$ cat src/rtl/idd_pkg.sv
package idd_pkg;
  localparam int PRIO_W = 4;
  localparam int AW     = 12;

  typedef enum logic [2:0] {
    RG_NONE, RG_CTRL, RG_DESC, RG_ENSET, RG_ENCLR, RG_PRIO, RG_TGT, RG_CFG
  } region_e;

  function automatic region_e decode(input logic [AW-1:0] a);
    if (a[11:10] == 2'b01) return RG_PRIO;
    if (a[11:10] == 2'b10) return RG_TGT;
    if (a[11:10] == 2'b11) return RG_CFG;
    if (a[11:7] == 5'b00010) return RG_ENSET;
    if (a[11:7] == 5'b00011) return RG_ENCLR;
    if (a[11:2] == 10'd0) return RG_CTRL;
    if (a[11:2] == 10'd1) return RG_DESC;
    return RG_NONE;
  endfunction
endpackage

$ cat src/rtl/idd_regs.sv
module idd_regs
  import idd_pkg::*;
#(
  parameter int N_GROUPS = 1,
  parameter int N_CPUS   = 2,
  localparam int NSRC    = 32 * N_GROUPS,
  localparam int SW      = $clog2(NSRC)
) (
  input  logic                clk_i,
  input  logic                rst_ni,
  input  logic                we_i,
  input  logic [AW-1:0]       addr_i,
  input  logic [31:0]         wdata_i,
  output logic [31:0]         rdata_o,
  output logic                ctrl_en_o,
  output logic [NSRC-1:0]     en_o,
  output logic [NSRC-1:0]     edge_o,
  output logic [PRIO_W-1:0]   prio_o [NSRC],
  output logic [N_CPUS-1:0]   tgt_o  [NSRC]
);
  region_e rg;
  logic                ctrl_q;
  logic [NSRC-1:0]     en_q, edge_q;
  logic [PRIO_W-1:0]   prio_q [NSRC];
  logic [N_CPUS-1:0]   tgt_q  [NSRC];

  assign rg = decode(addr_i);

  always_ff @(posedge clk_i or negedge rst_ni) begin
    if (!rst_ni) begin
      ctrl_q <= 1'b0;
      en_q   <= '0;
      edge_q <= '0;
      for (int i = 0; i < NSRC; i++) begin
        prio_q[i] <= '0;
        tgt_q[i]  <= '0;
      end
    end else if (we_i) begin
      if (rg == RG_CTRL) ctrl_q <= wdata_i[0];
      for (int i = 0; i < NSRC; i++) begin
        if (rg == RG_ENSET && int'(addr_i[6:2]) == i / 32 && wdata_i[i % 32])
          en_q[i] <= 1'b1;
        if (rg == RG_ENCLR && int'(addr_i[6:2]) == i / 32 && wdata_i[i % 32])
          en_q[i] <= 1'b0;
        if (rg == RG_PRIO && int'(addr_i[9:2]) == i / 4)
          prio_q[i] <= wdata_i[(i % 4) * 8 + 4 +: PRIO_W];
        if (rg == RG_TGT && int'(addr_i[9:2]) == i / 4)
          tgt_q[i] <= wdata_i[(i % 4) * 8 +: N_CPUS];
        if (rg == RG_CFG && int'(addr_i[9:2]) == i / 16)
          edge_q[i] <= wdata_i[(i % 16) * 2 + 1];
      end
    end
  end

  always_comb begin
    int idx;
    rdata_o = '0;
    idx = 0;
    case (rg)
      RG_CTRL: rdata_o[0] = ctrl_q;
      RG_DESC: begin
        rdata_o[4:0] = 5'(N_GROUPS - 1);
        rdata_o[7:5] = 3'(N_CPUS - 1);
      end
      RG_ENSET, RG_ENCLR: begin
        for (int b = 0; b < 32; b++) begin
          idx = int'(addr_i[6:2]) * 32 + b;
          if (idx < NSRC) rdata_o[b] = en_q[SW'(idx)];
        end
      end
      RG_PRIO: begin
        for (int b = 0; b < 4; b++) begin
          idx = int'(addr_i[9:2]) * 4 + b;
          if (idx < NSRC) rdata_o[b*8+4 +: PRIO_W] = prio_q[SW'(idx)];
        end
      end
      RG_TGT: begin
        for (int b = 0; b < 4; b++) begin
          idx = int'(addr_i[9:2]) * 4 + b;
          if (idx < NSRC) rdata_o[b*8 +: N_CPUS] = tgt_q[SW'(idx)];
        end
      end
      RG_CFG: begin
        for (int b = 0; b < 16; b++) begin
          idx = int'(addr_i[9:2]) * 16 + b;
          if (idx < NSRC) begin
            rdata_o[2*b]   = 1'b1;
            rdata_o[2*b+1] = edge_q[SW'(idx)];
          end
        end
      end
      default: rdata_o = '0;
    endcase
  end

  assign ctrl_en_o = ctrl_q;
  assign en_o      = en_q;
  assign edge_o    = edge_q;
  assign prio_o    = prio_q;
  assign tgt_o     = tgt_q;
endmodule

$ cat src/rtl/idd_pend.sv
module idd_pend #(
  parameter int NSRC = 32
) (
  input  logic            clk_i,
  input  logic            rst_ni,
  input  logic [NSRC-1:0] src_i,
  input  logic [NSRC-1:0] edge_i,
  input  logic [NSRC-1:0] ack_set_i,
  input  logic [NSRC-1:0] eoi_clr_i,
  output logic [NSRC-1:0] pend_o,
  output logic [NSRC-1:0] act_o
);
  logic [NSRC-1:0] src_q, pend_q, act_q, rise;

  assign rise = src_i & ~src_q;

  always_ff @(posedge clk_i or negedge rst_ni) begin
    if (!rst_ni) begin
      src_q  <= '0;
      pend_q <= '0;
      act_q  <= '0;
    end else begin
      src_q  <= src_i;
      // edge: sticky until acknowledged, a new rise wins; level: follows input
      pend_q <= (edge_i & ((pend_q & ~ack_set_i) | rise)) | (~edge_i & src_i);
      act_q  <= (act_q & ~eoi_clr_i) | ack_set_i;
    end
  end

  assign pend_o = pend_q;
  assign act_o  = act_q;
endmodule

$ cat src/rtl/idd_arb.sv
module idd_arb
  import idd_pkg::*;
#(
  parameter int NSRC = 32,
  localparam int IDW = $clog2(NSRC)
) (
  input  logic [NSRC-1:0]   elig_i,
  input  logic [PRIO_W-1:0] prio_i [NSRC],
  output logic              valid_o,
  output logic [IDW-1:0]    id_o,
  output logic [PRIO_W-1:0] prio_o
);
  always_comb begin
    valid_o = 1'b0;
    id_o    = '0;
    prio_o  = '1;
    // strict compare in ascending ID order keeps the lowest ID on a tie
    for (int i = 0; i < NSRC; i++) begin
      if (elig_i[i] && (!valid_o || prio_i[i] < prio_o)) begin
        valid_o = 1'b1;
        id_o    = IDW'(i);
        prio_o  = prio_i[i];
      end
    end
  end
endmodule

$ cat src/rtl/irq_distributor.sv
module irq_distributor
  import idd_pkg::*;
#(
  parameter int N_GROUPS = 1,
  parameter int N_CPUS   = 2,
  localparam int NSRC    = 32 * N_GROUPS,
  localparam int ID_W    = $clog2(NSRC)
) (
  input  logic                     clk_i,
  input  logic                     rst_ni,
  input  logic                     bus_we_i,
  input  logic [11:0]              bus_addr_i,
  input  logic [31:0]              bus_wdata_i,
  output logic [31:0]              bus_rdata_o,
  input  logic [NSRC-1:0]          src_i,
  output logic [N_CPUS-1:0]        irq_o,
  output logic [N_CPUS*ID_W-1:0]   irq_id_o,
  output logic [N_CPUS*4-1:0]      irq_prio_o,
  input  logic [N_CPUS-1:0]        ack_i,
  input  logic [N_CPUS-1:0]        eoi_i,
  input  logic [N_CPUS*ID_W-1:0]   eoi_id_i
);
  logic                      ctrl_en;
  logic [NSRC-1:0]           en_q, edge_q, pend_q, act_q;
  logic [NSRC-1:0]           ack_set, eoi_clr;
  logic [PRIO_W-1:0]         prio_q [NSRC];
  logic [N_CPUS-1:0]         tgt_q  [NSRC];
  logic [N_CPUS*NSRC-1:0]    tgt_flat;

  idd_regs #(.N_GROUPS(N_GROUPS), .N_CPUS(N_CPUS)) u_regs (
    .clk_i, .rst_ni,
    .we_i(bus_we_i), .addr_i(bus_addr_i), .wdata_i(bus_wdata_i), .rdata_o(bus_rdata_o),
    .ctrl_en_o(ctrl_en), .en_o(en_q), .edge_o(edge_q), .prio_o(prio_q), .tgt_o(tgt_q)
  );

  idd_pend #(.NSRC(NSRC)) u_pend (
    .clk_i, .rst_ni, .src_i, .edge_i(edge_q),
    .ack_set_i(ack_set), .eoi_clr_i(eoi_clr), .pend_o(pend_q), .act_o(act_q)
  );

  always_comb begin
    for (int c = 0; c < N_CPUS; c++)
      for (int i = 0; i < NSRC; i++)
        tgt_flat[c*NSRC + i] = tgt_q[i][c];
  end

  for (genvar c = 0; c < N_CPUS; c++) begin : g_cpu
    logic [NSRC-1:0] elig;
    assign elig = {NSRC{ctrl_en}} & en_q & pend_q & ~act_q & tgt_flat[c*NSRC +: NSRC];
    idd_arb #(.NSRC(NSRC)) u_arb (
      .elig_i(elig), .prio_i(prio_q), .valid_o(irq_o[c]),
      .id_o(irq_id_o[c*ID_W +: ID_W]), .prio_o(irq_prio_o[c*4 +: 4])
    );
  end

  always_comb begin
    ack_set = '0;
    eoi_clr = '0;
    for (int c = 0; c < N_CPUS; c++) begin
      if (ack_i[c] && irq_o[c]) ack_set[irq_id_o[c*ID_W +: ID_W]] = 1'b1;
      if (eoi_i[c]) eoi_clr[eoi_id_i[c*ID_W +: ID_W]] = 1'b1;
    end
  end
endmodule

$ cat config.mk
export PLATFORM = sky130hd
export DESIGN_NAME = irq_distributor
export DESIGN_NICKNAME = d
export VERILOG_FILES = /design/src/rtl/idd_pkg.sv /design/src/rtl/idd_regs.sv /design/src/rtl/idd_pend.sv /design/src/rtl/idd_arb.sv /design/src/rtl/irq_distributor.sv
export SDC_FILE = /design/constraint.sdc
export NUM_CORES = 1
export LEC_CHECK = 0
export CAP_MARGIN = 20
export CORE_AREA = 3 3 259 261
export CTS_BUF_LIST = sky130_fd_sc_hd__clkbuf_4
export CTS_CLUSTER_SIZE = 12
export DETAILED_ROUTE_END_ITERATION = 10
export DIE_AREA = 0 0 262 264
export PLACE_DENSITY = 0.67
export SLEW_MARGIN = 20
export SYNTH_ARGS = -nofsm -noshare
export SYNTH_HDL_FRONTEND = slang
export SYNTH_SLANG_ARGS = --single-unit
$ cat constraint.sdc
create_clock -name clk_i -period 86.3 [get_ports clk_i]
set_input_delay 17.26 -clock clk_i [delete_from_list [all_inputs] [get_ports clk_i]]
set_output_delay 17.26 -clock clk_i [all_outputs]
set_load 0.01 [all_outputs]
==> results of run 1 <==
==> registers in the layout, summed over array words and instances, names as in the netlist <==
name / count
u_regs.ctrl_en_o: 1
u_pend.act_o: 32
u_pend.pend_o: 32
u_regs.tgt_o: 64
u_pend.src_q: 32
u_regs.edge_o: 32
u_regs.en_o: 32
u_regs.prio_o: 128
==> cell usage in the layout, fill, tap and decap left out, types with 27 or more instances in the layout <==
cell / n
nand3_1: 101
o21ai_0: 171
nor2_1: 205
ha_1: 130
a21o_1: 51
o22ai_1: 27
a22oi_1: 48
nor2b_1: 30
inv_1: 174
a31oi_1: 56
and4b_1: 30
clkdlybuf4s50_1: 137
nand2_1: 353
a211oi_1: 27
a21oi_1: 224
mux2i_1: 94
o21a_1: 38
dfrtp_1: 353
mux4_2: 48
clkbuf_4: 133
mux2_2: 276
nor3_1: 50
nand2b_1: 44
==> cells by family (layout without fill, tap and decap cells) <==
logic type               after synthesis  count (layout)
AND/OR/NAND/NOR                     1010            1010
other                                  0               4
AO/OA/AOI/OAI                        947             947
flip-flops                           353             353
adder cells (fa/ha/maj)              145             145
XOR/XNOR                              13              13
multiplexers                         427             427
buffers and inverters                312             496
==> stage by stage <==
stage                     hold slack [ps]  instances  worst slack (ps)  cell area [µm²]
after global placement                455       4084             17970            31000
final                                 478       4250             15830            32200
after floorplan                       439       3207             24560            29100
after detailed placement              460       4084             17570            31000
after CTS                             477       4245             16380            32200
after global routing                  489       4248             11630            32200
==> where the power goes <==
part / switching [mW] / internal (mW)
sequential: 0.00500 / 0.169
combinational: 0.0165 / 0.0102
clock: 0.0782 / 0.0721
total: 0.0997 / 0.251
==> path summary, 6_finish.rpt <==
path,from,to,slack (ps),depth (start not counted)
max,u_regs.ctrl_en_o,irq_id_o[1],15830,235
min,u_pend.act_o[3],u_pend.act_o[3],480,1
max reg2reg,u_regs.ctrl_en_o,u_pend.pend_o[12],33650,235
min reg2reg,u_pend.act_o[3],u_pend.act_o[3],480,1
max in group asynchronous,rst_ni,u_regs.prio_o[72],68320,3
min in group asynchronous,rst_ni,u_pend.src_q[13],16460,1
==> Yosys cell counts, types with 30 or more instances <==
| master | count | share of area, % |
|---|---|---|
| mux4_2 | 48 | 3.7 |
| o21ai_0 | 171 | 2.9 |
| clkbuf_1 | 92 | 1.2 |
| a22oi_1 | 48 | 1.2 |
| nand2b_1 | 44 | 0.95 |
| nand3_1 | 101 | 1.7 |
| a21o_1 | 51 | 1.3 |
| and4b_1 | 30 | 1.0 |
| inv_1 | 174 | 2.2 |
| mux2_2 | 276 | 11 |
| o21a_1 | 38 | 0.98 |
| ha_1 | 130 | 5.6 |
| nor2b_1 | 30 | 0.64 |
| dfrtp_1 | 353 | 30 |
| nand2_1 | 353 | 4.6 |
| nor3_1 | 51 | 0.88 |
| a21oi_1 | 224 | 3.9 |
| mux2i_1 | 94 | 3.2 |
| nor2_1 | 206 | 2.7 |
| a31oi_1 | 56 | 1.2 |
==> metal layers <==
| metal | vias to the layer above | track usage [%] | share of wire (%) | wire length (µm) |
|---|---|---|---|---|
| met5 | - | 0 | 0.024 | 26 |
| met4 | 4 | 15.4 | 5.4 | 5890 |
| met3 | 277 | 5.27 | 8.7 | 9450 |
| met2 | 1349 | 47.0 | 44 | 47600 |
| met1 | 13400 | 42.3 | 42 | 45900 |
| li1 | 12300 | - | - | - |
==> final cells by class <==
| type | count | area share [%] |
|---|---|---|
| sequential | 353 | 27.4 |
| inverter | 174 | 2.03 |
| clock buffer | 133 | 3.10 |
| multi-input combinational | 2542 | 58.7 |
| timing repair buffer | 161 | 4.91 |
| clock inverter | 28 | 0.528 |
| tap | 855 | 3.32 |
| antenna | 4 | 0.0310 |
==> impl_metrics.py, run 1 <==
metrics = {
    "status": {
        "status": "finished clean",
    },
    "place": {
        "gp_congestion": 1.00,
        "port_buffers": 142,
        "place_hpwl_um": 82300,
    },
    "yosys": {
        "postSynthCellCount": 3207,
        "yosysUniqueCellTypes": 139,
        "ys_warn_count": 0,
        "syn_area_um2": 29100,
        "synth-main-ff-cell": "dfrtp_1",
        "synth_area_per_cell_um2": 9.08,
        "synthMuxAreaShare_pct": 18.1,
        "synth-compound-area-share_pct": 22.9,
        "async_reset_ff_share_pct": 100,
        "ys_ff_latch": 353,
        "synthXorXnorAreaFrac_pct": 0.417,
        "synth-edff-count": 0,
        "synth_top_family_by_area": "compound AO/OA/AOI/OAI gates",
        "seq_area_frac_synth_pct": 30.3,
        "synth_fa_ha_area_share_pct": 6.11,
        "syn_nets": 3430,
        "synthSimpleGateAreaFrac_pct": 17.4,
    },
    "detailed_routing": {
        "drcViolationCount": 0,
        "drt_first_pass_iters": 6,
        "wirelength_um": 109000,
        "via_count": 27300,
        "drtIter0Drc": 3016,
        "avgViaCountPerCell": 6.43,
        "drtAntennaViolNets": 0,
        "wl_per_cell_um": 25.6,
    },
    "power_and_ir_drop": {
        "irDropWorstVdd_mv": 0.00884,
        "p_leak_nw": 15.7,
        "power_mw": 0.351,
        "p_per_area_nw_per_um2": 10.9,
    },
    "cts": {
        "cts_setup_buffers": 0,
        "hold_buffers": 0,
        "cts_made_buffers": 96,
        "clkSinkCount": 353,
        "root_buffer": "clkbuf_4",
        "clkSlewWorstSetupHoldPaths_ps": 60,
        "htreeDepth": 3,
        "cts_max_path_buffers": 3,
        "cts_tree": "built",
        "cts_resized": 0,
        "insertion_delay_ps": 910,
    },
    "setup_path": {
        "end_kind": "output port",
        "crit_buf_inv": 24,
        "start_kind": "flip-flop",
        "arrival_ps": 53210,
        "required_ps": 69040,
        "slowest_delay_ps": 670,
        "cp_top_family": "compound AO/OA/AOI/OAI gates",
        "path_class": "reg -> out",
        "slowest_stage": "o32ai_2",
        "cp_max_fo": 38,
    },
    "timing": {
        "hold_viol_final": 0,
        "worst_pin_slew_ps": 1140,
        "fin_crit_ps": 70470,
        "setup_viol": 0,
        "fin_crit_sh_pct": 81.7,
        "slew_viol_final": 0,
        "finalClockSkew_ps": 61.6,
        "rsz0062_at_grt": "no",
        "slew-limit-headroom_pct": 23.5,
        "clock.fmax_mhz": 14.2,
        "setup_tns_ps": 0,
    },
    "cells_and_area": {
        "multi_input_area_um2": 18900,
        "drive_above_1_share_pct": 18.5,
        "seqCellArea_um2": 8830,
        "syn_to_final_growth_pct": 10.8,
        "fin_util_pct": 49.8,
        "nets": 3551,
        "fill_cells": 6259,
    },
    "global_routing": {
        "grt_pass1_wl_um": 162000,
        "antenna_found_initial": 7,
        "grt_max_degree": 190,
        "grt_use_total_pct": 30.9,
        "grt_pass1_vias": 25700,
        "grt_remaining_overflow": 0,
    },
    "min_path": {
        "min_path_type": "reg -> reg",
    },
    "floorplanning": {
        "coreArea_um2": 64700,
        "row_count": 93,
        "start_util_pct": 45.0,
        "ioPinCount": 145,
        "die_w_um": 262,
        "die_h_um": 264,
        "dieArea_um2": 69200,
    },
    "run": {
        "maxCapViolCount": 0,
    },
}
(Power assumes the default switching activity.)
==> inputs of run 2 (changes only) <==
==> constraint.sdc (replaced) <==
create_clock -name clk_i -period 68.1 [get_ports clk_i]
set_input_delay 13.62 -clock clk_i [delete_from_list [all_inputs] [get_ports clk_i]]
set_output_delay 13.62 -clock clk_i [all_outputs]
set_load 0.01 [all_outputs]
==> run 2 against run 1 <==
Core utilization increased by 0.25 points; sequential power increased by 26%; critical path depth decreased by 1; count of clock-buffer cells in the layout decreased by 4; sequential cell count unchanged; cell count increased by 0.40%; cell area increased by 0.50%; critical endpoint is now irq_id_o[3].
==> impl_metrics.py, run 2 (synthesis gave the netlist of run 1 again) <==
metrics = {
    "floorplanning": {
        "ioPinCount": 145,
        "die_w_um": 262,
        "dieArea_um2": 69200,
        "row_count": 93,
        "die_h_um": 264,
        "start_util_pct": 45.0,
        "coreArea_um2": 64700,
    },
    "detailed_routing": {
        "avgViaCountPerCell": 6.40,
        "drcViolationCount": 0,
        "drt_first_pass_iters": 7,
        "drtAntennaViolNets": 0,
        "via_count": 27300,
        "wirelength_um": 108000,
        "drtIter0Drc": 3085,
        "wl_per_cell_um": 25.2,
    },
    "global_routing": {
        "grt_pass1_wl_um": 161000,
        "grt_remaining_overflow": 0,
        "grt_max_degree": 106,
        "grt_use_total_pct": 30.7,
        "grt_pass1_vias": 25500,
        "antenna_found_initial": 13,
    },
    "cts": {
        "clkSinkCount": 353,
        "clkSlewWorstSetupHoldPaths_ps": 80,
        "htreeDepth": 3,
        "cts_tree": "built",
        "hold_buffers": 0,
        "cts_made_buffers": 96,
        "cts_max_path_buffers": 3,
        "insertion_delay_ps": 900,
        "root_buffer": "clkbuf_4",
    },
    "cells_and_area": {
        "fin_area_um2": 32400,
        "syn_to_final_growth_pct": 11.3,
        "drive_above_1_share_pct": 19.0,
        "nets": 3561,
        "final_cell_mix": "nand2_1 (353), dfrtp_1 (353), mux2_2 (276)",
        "seqCellArea_um2": 8830,
        "multi_input_area_um2": 19000,
        "fill_cells": 6190,
        "instances_no_fill": 4267,
        "largest_reg_flops": 128,
    },
    "power_and_ir_drop": {
        "p_per_area_nw_per_um2": 13.7,
        "p_switching_mw": 0.126,
        "p_comb_share_pct": 7.5,
        "p_leak_nw": 15.7,
        "irDropWorstVdd_mv": 0.0119,
        "intPower_mw": 0.320,
        "pwr-share-seq_pct": 49.4,
        "p_sw_share_pct": 28.3,
        "p_clk_share_pct": 43.0,
    },
    "setup_path": {
        "timing.critical_path.mode_cell": "ha_1",
        "crit_buf_inv": 24,
        "arrival_ps": 50400,
        "slowest_delay_ps": 560,
        "required_ps": 54480,
        "cp_top_family": "compound AO/OA/AOI/OAI gates",
        "slowest_stage": "clkdlybuf4s50_1",
        "start_kind": "flip-flop",
        "cp_max_fo": 38,
        "path_class": "reg -> out",
        "end_kind": "output port",
    },
    "timing": {
        "finalClockSkew_ps": 61.6,
        "hold_viol_final": 0,
        "fin_crit_sh_pct": 94.0,
        "worst_pin_slew_ps": 1170,
        "clock.fmax_mhz": 15.6,
        "setup_viol": 0,
        "slew_viol_final": 0,
        "slew-limit-headroom_pct": 21.9,
        "fin_crit_ps": 64020,
    },
    "place": {
        "placed_area_um2": 31000,
        "gp_congestion": 1.02,
        "port_buffers": 142,
        "place_hpwl_um": 81500,
        "dp_cells": 4085,
    },
    "min_path": {
        "min_path_type": "reg -> reg",
    },
    "run": {
        "maxCapViolCount": 0,
    },
    "status": {
        "status": "finished clean",
    },
}
[run 2: final cells by class]
type / instances / area share [%]
Multi-Input combinational cell: 2542 / 58.7
Clock inverter: 38 / 0.652
Clock buffer: 129 / 2.99
Antenna cell: 5 / 0.0386
Tap cell: 855 / 3.30
Timing Repair Buffer: 171 / 5.06
Inverter: 174 / 2.02
Sequential cell: 353 / 27.3
[run 2: power groups by stage]
stage               combinational [mW]  clock [mW]  sequential (mW)
floorplan                       0.0160           0            0.221
global placement                0.0327           0            0.224
detailed placement              0.0330           0            0.224
CTS                             0.0332       0.195            0.220
global route                    0.0358       0.206            0.221
finish                          0.0336       0.192            0.220
[run 2: timing repair]
action                                  4_1_cts  5_1_grt
endpoints found under the setup margin        0       18
buffers inserted                              0        9
resized for setup                             0       28
[run 2: path summary, 6_finish.rpt]
kind	to	depth (start not counted)	slack [ps]	startpoint
max	irq_id_o[3]	234	4080	u_regs.ctrl_en_o
max in group asynchronous	u_regs.tgt_o[3]	2	53730	rst_ni
max reg2reg	u_pend.pend_o[3]	224	18080	u_regs.ctrl_en_o
min in group asynchronous	u_pend.src_q[27]	1	12780	rst_ni
min reg2reg	u_pend.act_o[28]	2	480	u_pend.act_o[28]
min	u_pend.act_o[28]	2	480	u_pend.act_o[28]
[run 2: stage by stage]
stage / util [%] / total power, mW / hold slack, ps / TNS, ps / setup slack (ps)
after floorplan: - / 0.237 / 439 / 0 / 10000
after global placement: 47.9 / 0.256 / 456 / 0 / 3820
after detailed placement: 47.9 / 0.257 / 462 / 0 / 3440
after CTS: 49.8 / 0.449 / 480 / 0 / 2200
after global routing: 50.1 / 0.463 / 494 / -140 / -60.5
final: 50.1 / 0.446 / 479 / 0 / 4080
[run 2: worst register-to-register path, delay by kind of cell (launching register included)]
kind | cells | cell delay (ps)
muxes | 22 | 7130
adders and majority gates | 31 | 8240
DFF | 1 | 350
buffers and inverters | 24 | 1880
AOI/OAI and AO/OA | 98 | 22360
and+or+nand+nor | 49 | 9920
[run 2: metal layers]
layer / global-route usage (%) / vias to the layer above / wire [µm]
li1: - / 12400 / -
met1: 42.5 / 13300 / 44800
met2: 45.6 / 1375 / 46500
met3: 5.99 / 266 / 10200
met4: 15.6 / 4 / 6220
met5: 0 / - / 26
